## src/rtl/pwm_ef_pkg.sv

```systemverilog
package pwm_ef_pkg;
  typedef enum logic [1:0] {
    BAND_MID  = 2'd0,
    BAND_LOW  = 2'd1,
    BAND_HIGH = 2'd2
  } band_e;
endpackage

```

## src/rtl/pwm_ef_timer.sv

```systemverilog
module pwm_ef_timer #(
  parameter int CNT_W = 16
) (
  input  logic             clk,
  input  logic             rst_n,
  input  logic [CNT_W-1:0] cfg_period,
  input  logic [CNT_W-1:0] cfg_min_pulse,
  output logic             last_tick,
  output logic             period_start,
  output logic [CNT_W-1:0] cnt,
  output logic [CNT_W-1:0] period_q,
  output logic [CNT_W-1:0] minp_q,
  output logic [CNT_W-1:0] next_period,
  output logic [CNT_W-1:0] next_min,
  output logic             min_changed
);
  logic [CNT_W-1:0] half_p;

  always_comb begin
    next_period = (cfg_period == '0) ? CNT_W'(1) : cfg_period;
    half_p      = next_period >> 1;
    next_min    = (cfg_min_pulse > half_p) ? half_p : cfg_min_pulse;
    min_changed = (next_min != minp_q);
    last_tick   = (cnt >= period_q - CNT_W'(1));
  end

  always_ff @(posedge clk or negedge rst_n) begin
    if (!rst_n) begin
      cnt          <= '0;
      period_q     <= CNT_W'(1);
      minp_q       <= '0;
      period_start <= 1'b0;
    end else begin
      period_start <= last_tick;
      if (last_tick) begin
        cnt      <= '0;
        period_q <= next_period;
        minp_q   <= next_min;
      end else begin
        cnt <= cnt + CNT_W'(1);
      end
    end
  end
endmodule

```

## src/rtl/pwm_ef_shaper.sv

```systemverilog
module pwm_ef_shaper
  import pwm_ef_pkg::*;
#(
  parameter int CNT_W  = 16,
  parameter int FRAC_W = 16,
  localparam int DW    = CNT_W + FRAC_W,
  localparam int EW    = DW + 1
) (
  input  logic [DW-1:0]        target,
  input  logic signed [EW-1:0] err_in,
  input  logic [CNT_W-1:0]     period,
  input  logic [CNT_W-1:0]     minp,
  output logic [CNT_W-1:0]     cmp,
  output logic signed [EW-1:0] err_out
);
  localparam int SW = DW + 2;

  logic signed [SW-1:0] req;
  logic [DW-1:0]        full, sat, lo_edge, hi_edge, over;
  band_e                band;

  always_comb begin
    req     = $signed({2'b00, target}) + $signed({err_in[EW-1], err_in});
    full    = {period, {FRAC_W{1'b0}}};
    lo_edge = {minp, {FRAC_W{1'b0}}};
    hi_edge = {period - minp, {FRAC_W{1'b0}}};

    if (req[SW-1])                          sat = '0;
    else if (req[SW-2:0] > {1'b0, full})    sat = full;
    else                                    sat = req[DW-1:0];

    if (sat < lo_edge)       band = BAND_LOW;
    else if (sat > hi_edge)  band = BAND_HIGH;
    else                     band = BAND_MID;

    over = sat - hi_edge;

    case (band)
      BAND_LOW:  cmp = ({sat, 1'b0} > {1'b0, lo_edge}) ? minp : '0;
      BAND_HIGH: cmp = ({over, 1'b0} >= {1'b0, lo_edge}) ? period : (period - minp);
      default:   cmp = sat[DW-1:FRAC_W];
    endcase

    err_out = $signed({1'b0, sat}) - $signed({1'b0, cmp, {FRAC_W{1'b0}}});
  end
endmodule

```

## src/rtl/pwm_ef_hold.sv

```systemverilog
module pwm_ef_hold #(
  parameter int CNT_W  = 16,
  parameter int FRAC_W = 16,
  localparam int DW    = CNT_W + FRAC_W,
  localparam int EW    = DW + 1
) (
  input  logic                 clk,
  input  logic                 rst_n,
  input  logic                 load,
  input  logic [DW-1:0]        tgt_in,
  input  logic [CNT_W-1:0]     cmp_in,
  input  logic signed [EW-1:0] err_in,
  output logic [DW-1:0]        tgt_q,
  output logic [CNT_W-1:0]     cmp_q,
  output logic signed [EW-1:0] err_q
);
  always_ff @(posedge clk or negedge rst_n) begin
    if (!rst_n) begin
      tgt_q <= '0;
      cmp_q <= '0;
      err_q <= '0;
    end else if (load) begin
      tgt_q <= tgt_in;
      cmp_q <= cmp_in;
      err_q <= err_in;
    end
  end
endmodule

```

## src/rtl/pwm_ef_gen.sv

```systemverilog
module pwm_ef_gen #(
  parameter int CNT_W  = 16,
  parameter int FRAC_W = 16,
  localparam int DW    = CNT_W + FRAC_W,
  localparam int EW    = DW + 1
) (
  input  logic             clk,
  input  logic             rst_n,
  input  logic [CNT_W-1:0] cfg_period,
  input  logic [CNT_W-1:0] cfg_min_pulse,
  input  logic             duty_valid,
  output logic             duty_ready,
  input  logic [DW-1:0]    duty_data,
  output logic             pwm_out,
  output logic             period_start
);
  logic                 last_tick, min_changed;
  logic [CNT_W-1:0]     cnt, period_q, minp_q, next_period, next_min;
  logic [CNT_W-1:0]     cmp_next, cmp_q;
  logic [DW-1:0]        tgt_sel, tgt_q;
  logic signed [EW-1:0] err_carry, err_next, err_q;

  pwm_ef_timer #(.CNT_W(CNT_W)) u_timer (
    .clk(clk), .rst_n(rst_n),
    .cfg_period(cfg_period), .cfg_min_pulse(cfg_min_pulse),
    .last_tick(last_tick), .period_start(period_start), .cnt(cnt),
    .period_q(period_q), .minp_q(minp_q),
    .next_period(next_period), .next_min(next_min), .min_changed(min_changed)
  );

  always_comb begin
    tgt_sel   = (duty_valid && last_tick) ? duty_data : tgt_q;
    err_carry = min_changed ? '0 : err_q;
  end

  pwm_ef_shaper #(.CNT_W(CNT_W), .FRAC_W(FRAC_W)) u_shaper (
    .target(tgt_sel), .err_in(err_carry),
    .period(next_period), .minp(next_min),
    .cmp(cmp_next), .err_out(err_next)
  );

  pwm_ef_hold #(.CNT_W(CNT_W), .FRAC_W(FRAC_W)) u_hold (
    .clk(clk), .rst_n(rst_n), .load(last_tick),
    .tgt_in(tgt_sel), .cmp_in(cmp_next), .err_in(err_next),
    .tgt_q(tgt_q), .cmp_q(cmp_q), .err_q(err_q)
  );

  assign duty_ready = last_tick;
  assign pwm_out    = (cnt < cmp_q);
endmodule

```

## config.mk

```make
export PLATFORM = sky130hd
export DESIGN_NAME = pwm_ef_gen
export DESIGN_NICKNAME = d
export VERILOG_FILES = /design/src/rtl/pwm_ef_pkg.sv /design/src/rtl/pwm_ef_timer.sv /design/src/rtl/pwm_ef_shaper.sv /design/src/rtl/pwm_ef_hold.sv /design/src/rtl/pwm_ef_gen.sv
export SDC_FILE = /design/constraint.sdc
export NUM_CORES = 1
export LEC_CHECK = 0
export ABC_CLOCK_PERIOD_IN_PS = 24600
export BUFFER_PORTS_ARGS = -buffer_cell sky130_fd_sc_hd__buf_4
export CORE_ASPECT_RATIO = 2
export CORE_MARGIN = 3
export CORE_UTILIZATION = 55
export DETAILED_ROUTE_END_ITERATION = 8
export GPL_TIMING_DRIVEN = 0
export PLACE_DENSITY = 0.8
export SLEW_MARGIN = 20
export SYNTH_ARGS = -nofsm -noshare
export SYNTH_HDL_FRONTEND = slang
export SYNTH_SLANG_ARGS = --single-unit
```

## constraint.sdc

```tcl
create_clock -name clk -period 24.6 [get_ports clk]
set_input_delay 4.92 -clock clk [delete_from_list [all_inputs] [get_ports clk]]
set_output_delay 4.92 -clock clk [all_outputs]
set_load 0.1 [all_outputs]
```

==> metrics.txt <==
Worst Skew 0.0110 ns; share of cells above drive strength 1 0.128; DIE AREA 0.0267 mm2; worst-path fanout max 10; Slew headroom 0.161; gpl congestion 1.05; CP delay by family, top compound AO/OA/AOI/OAI gates; # H-tree levels 4; FFs w/ async S/R, synth 1.00; core footprint 0.0241 mm2; pin count of the biggest net entering global routing 100; top cells by area, synth dfrtp_1 (24%), ha_1 (17%), mux2_2 (5.4%), xnor2_1 (3.9%), a21oi_1 (3.8%); area grow syn2layout 12.2%; crit path launch type primary input; DR WL/cell 23.9 um; DR vias between 10000 and 15000; Max Fclk 46.7 MHz; most frequent cell after synthesis ha_1; min-delay src u_hold.err_q[20]$_DFFE_PN0N_; Tot Pwr 0.933 mW; I/O Buffers approximately 70; Final TNS setup 0 ns; # clock sinks 130; CTS Hold Bufs 0; ys flop type dfrtp_1; Clk Tree Root Cell clkbuf_16; Reg2Reg Launch Point u_timer.period_q[3]$_DFFE_PN0N_; Hold Crit Endpoint u_hold.err_q[20]$_DFFE_PN0N_; library cells used by synthesis 80; fin crit share 0.870; R2R setup slack 5.71 ns; Synth Register Bits 130; Ports 70; Leak ~7.7 nW; Die W ~120 um; Cells after Synth around 1600; Worst-Margin Slew 1.22 ns; vias per inst approximately 6.3; initial antenna violation count 0; Hold Crit Depth 2; initial core utilization 0.563; die height 228 um; Clk pin slew, worst setup/hold paths 0.06 ns; EDFF count, synth 0; Critical Path Sink Type flip-flop; WP buf/inv 7; Seq/Total Area, Yosys 0.240; Nets 1941; Antenna diodes 0; DRT iter0 DRCs around 760; dominant cell type by area after synthesis dfrtp_1; TritonCTS buffer count 17; PwrDens 61.2 mW/mm2; first-pass GRT wire length 73.3 mm; Hold Slack 0.468 ns; CP arrival 21.75 ns; area of the multi-input gates 0.00980 mm2; synth cell count leaders ha_1 (189), nor2_1 (133), dfrtp_1 (129); largest stage delay on the critical path 0.73 ns; final hold vios 0; outcome finished clean; worst min-delay path class reg -> reg; Reg-to-Reg End u_hold.err_q[32]$_DFFE_PN0N_; cell area after synthesis 0.0136 mm2; fin. max-slew vios 0; max-cap viol count 0; ANT nets after route 0; # fillers 2089; CP most frequent cell o21ai_0; reg2reg path depth 68; Total Wirelength slightly below 50 mm; worst vdd ir 0.0387 mV; Pre-antenna DRT Iters 7; flip-flop and latch area 0.00325 mm2; crit path kind in -> reg; DP HPWL 39.5 mm; CP Data Required Time 24.95 ns; CTS Buffer Depth 2; top cell type's share of synthesized area 0.238; RSZ-0062 raised after global routing no; DRC viols 0; slowest stage cell, crit path a311oi_1; number of global-route vias before repair 13414; min cycle time layout 21.40 ns; syn_area_per_cell between 8 and 9 um2; setup violators final 0; worst skew pair latency 0.45 ns; post-CTS setup buffer count 0; post-CTS sizing 0; All-Layer GR Usage 0.366; GRT overflow 0; num rows 80; Synth Warn # 0; CTS tree yes
==> tightest hold or removal path: stages, from the launching register on <==
cell     delay, ns
dfrtp_1       0.33
nand2_1       0.05
o31ai_1       0.05
==> sequential cells by signal, summed over array words and instances, names as in the netlist <==
name	count
u_timer.cnt	16
u_hold.tgt_q	32
u_timer.period_start	1
u_hold.cmp_q	16
u_hold.err_q	33
u_timer.minp_q	16
u_timer.period_q	16
==> per-layer routing <==
| metal | GRT usage | vias to the layer above | wire [um] |
|---|---|---|---|
| met5 | 0 | - | 0 |
| met1 | 0.341 | 6119 | 15800 |
| met2 | 0.654 | 482 | 25100 |
| met3 | 0.0613 | 232 | 2190 |
| li1 | - | 5989 | - |
| met4 | 0.321 | 0 | 5380 |
==> report_power, final <==
group	switching [mW]	leakage [nW]	total, mW	internal [mW]
logic	0.261	5.95	0.432	0.171
registers	0.000468	1.41	0.215	0.215
clock network	0.110	0.316	0.287	0.177
==> metrics by stage <==
stage | instances | instance area, um2 | util | worst slack (ns)
after floorplan | 1591 | 13600 | - | 6.58
after global placement | 1988 | 14500 | 0.602 | 2.29
after detailed placement | 1990 | 14600 | 0.605 | 3.06
after CTS | 2022 | 15200 | 0.632 | 3.46
after global routing | 2022 | 15200 | 0.632 | 2.20
final | 2022 | 15200 | 0.632 | 3.20
==> worst max-delay path by stage <==
stage	from	end	slack (ns)	cells past startpoint
global route	cfg_period[15]	u_hold.err_q[32]$_DFFE_PN0N_	2.20	64
CTS	cfg_period[15]	u_hold.err_q[32]$_DFFE_PN0N_	3.46	63
detailed placement	cfg_period[15]	u_hold.err_q[32]$_DFFE_PN0N_	3.06	63
floorplan	cfg_period[15]	u_hold.err_q[32]$_DFFE_PN0N_	6.58	63
finish	cfg_period[15]	u_hold.err_q[32]$_DFFE_PN0N_	3.20	62
global placement	cfg_period[15]	u_hold.err_q[32]$_DFFE_PN0N_	2.29	62
==> layout make-up <==
| class | count | area share |
|---|---|---|
| clock inverters | 13 | 0.0129 |
| inverters | 86 | 0.0212 |
| repair buffers | 71 | 0.0368 |
| clock buffers | 19 | 0.0297 |
| well taps | 328 | 0.0269 |
| flip-flops and latches | 130 | 0.213 |
| plain buffers | 63 | 0.0163 |
| multi-input cells | 1312 | 0.643 |
==> cell families (layout without fill, tap and decap cells) <==
logic type,Yosys count,in the layout,synth area share
DFF,130,130,0.240
xor gates and xnor gates,105,105,0.0677
buffers and inverters,149,252,0.0421
adders and majority gates,193,193,0.180
AOI/OAI and AO/OA,418,418,0.206
muxes,102,102,0.0815
other,1,3,0.000276
and+or+nand+nor,491,491,0.183
==> cells in the final DEF, fill, tap and decap left out, types with 24 or more instances in the layout <==
cell type / n
a21o_1: 49
a21oi_1: 102
and2_1: 52
buf_4: 69
clkbuf_1: 54
dfrtp_1: 129
ha_1: 189
inv_1: 85
mux2_2: 65
mux2i_1: 30
nand2_1: 94
nand2b_1: 24
nand3_1: 38
nor2_1: 133
nor3_1: 30
o21ai_0: 85
o31ai_1: 24
xnor2_1: 60
xor2_1: 45
Power figures use the tool's default switching activity.
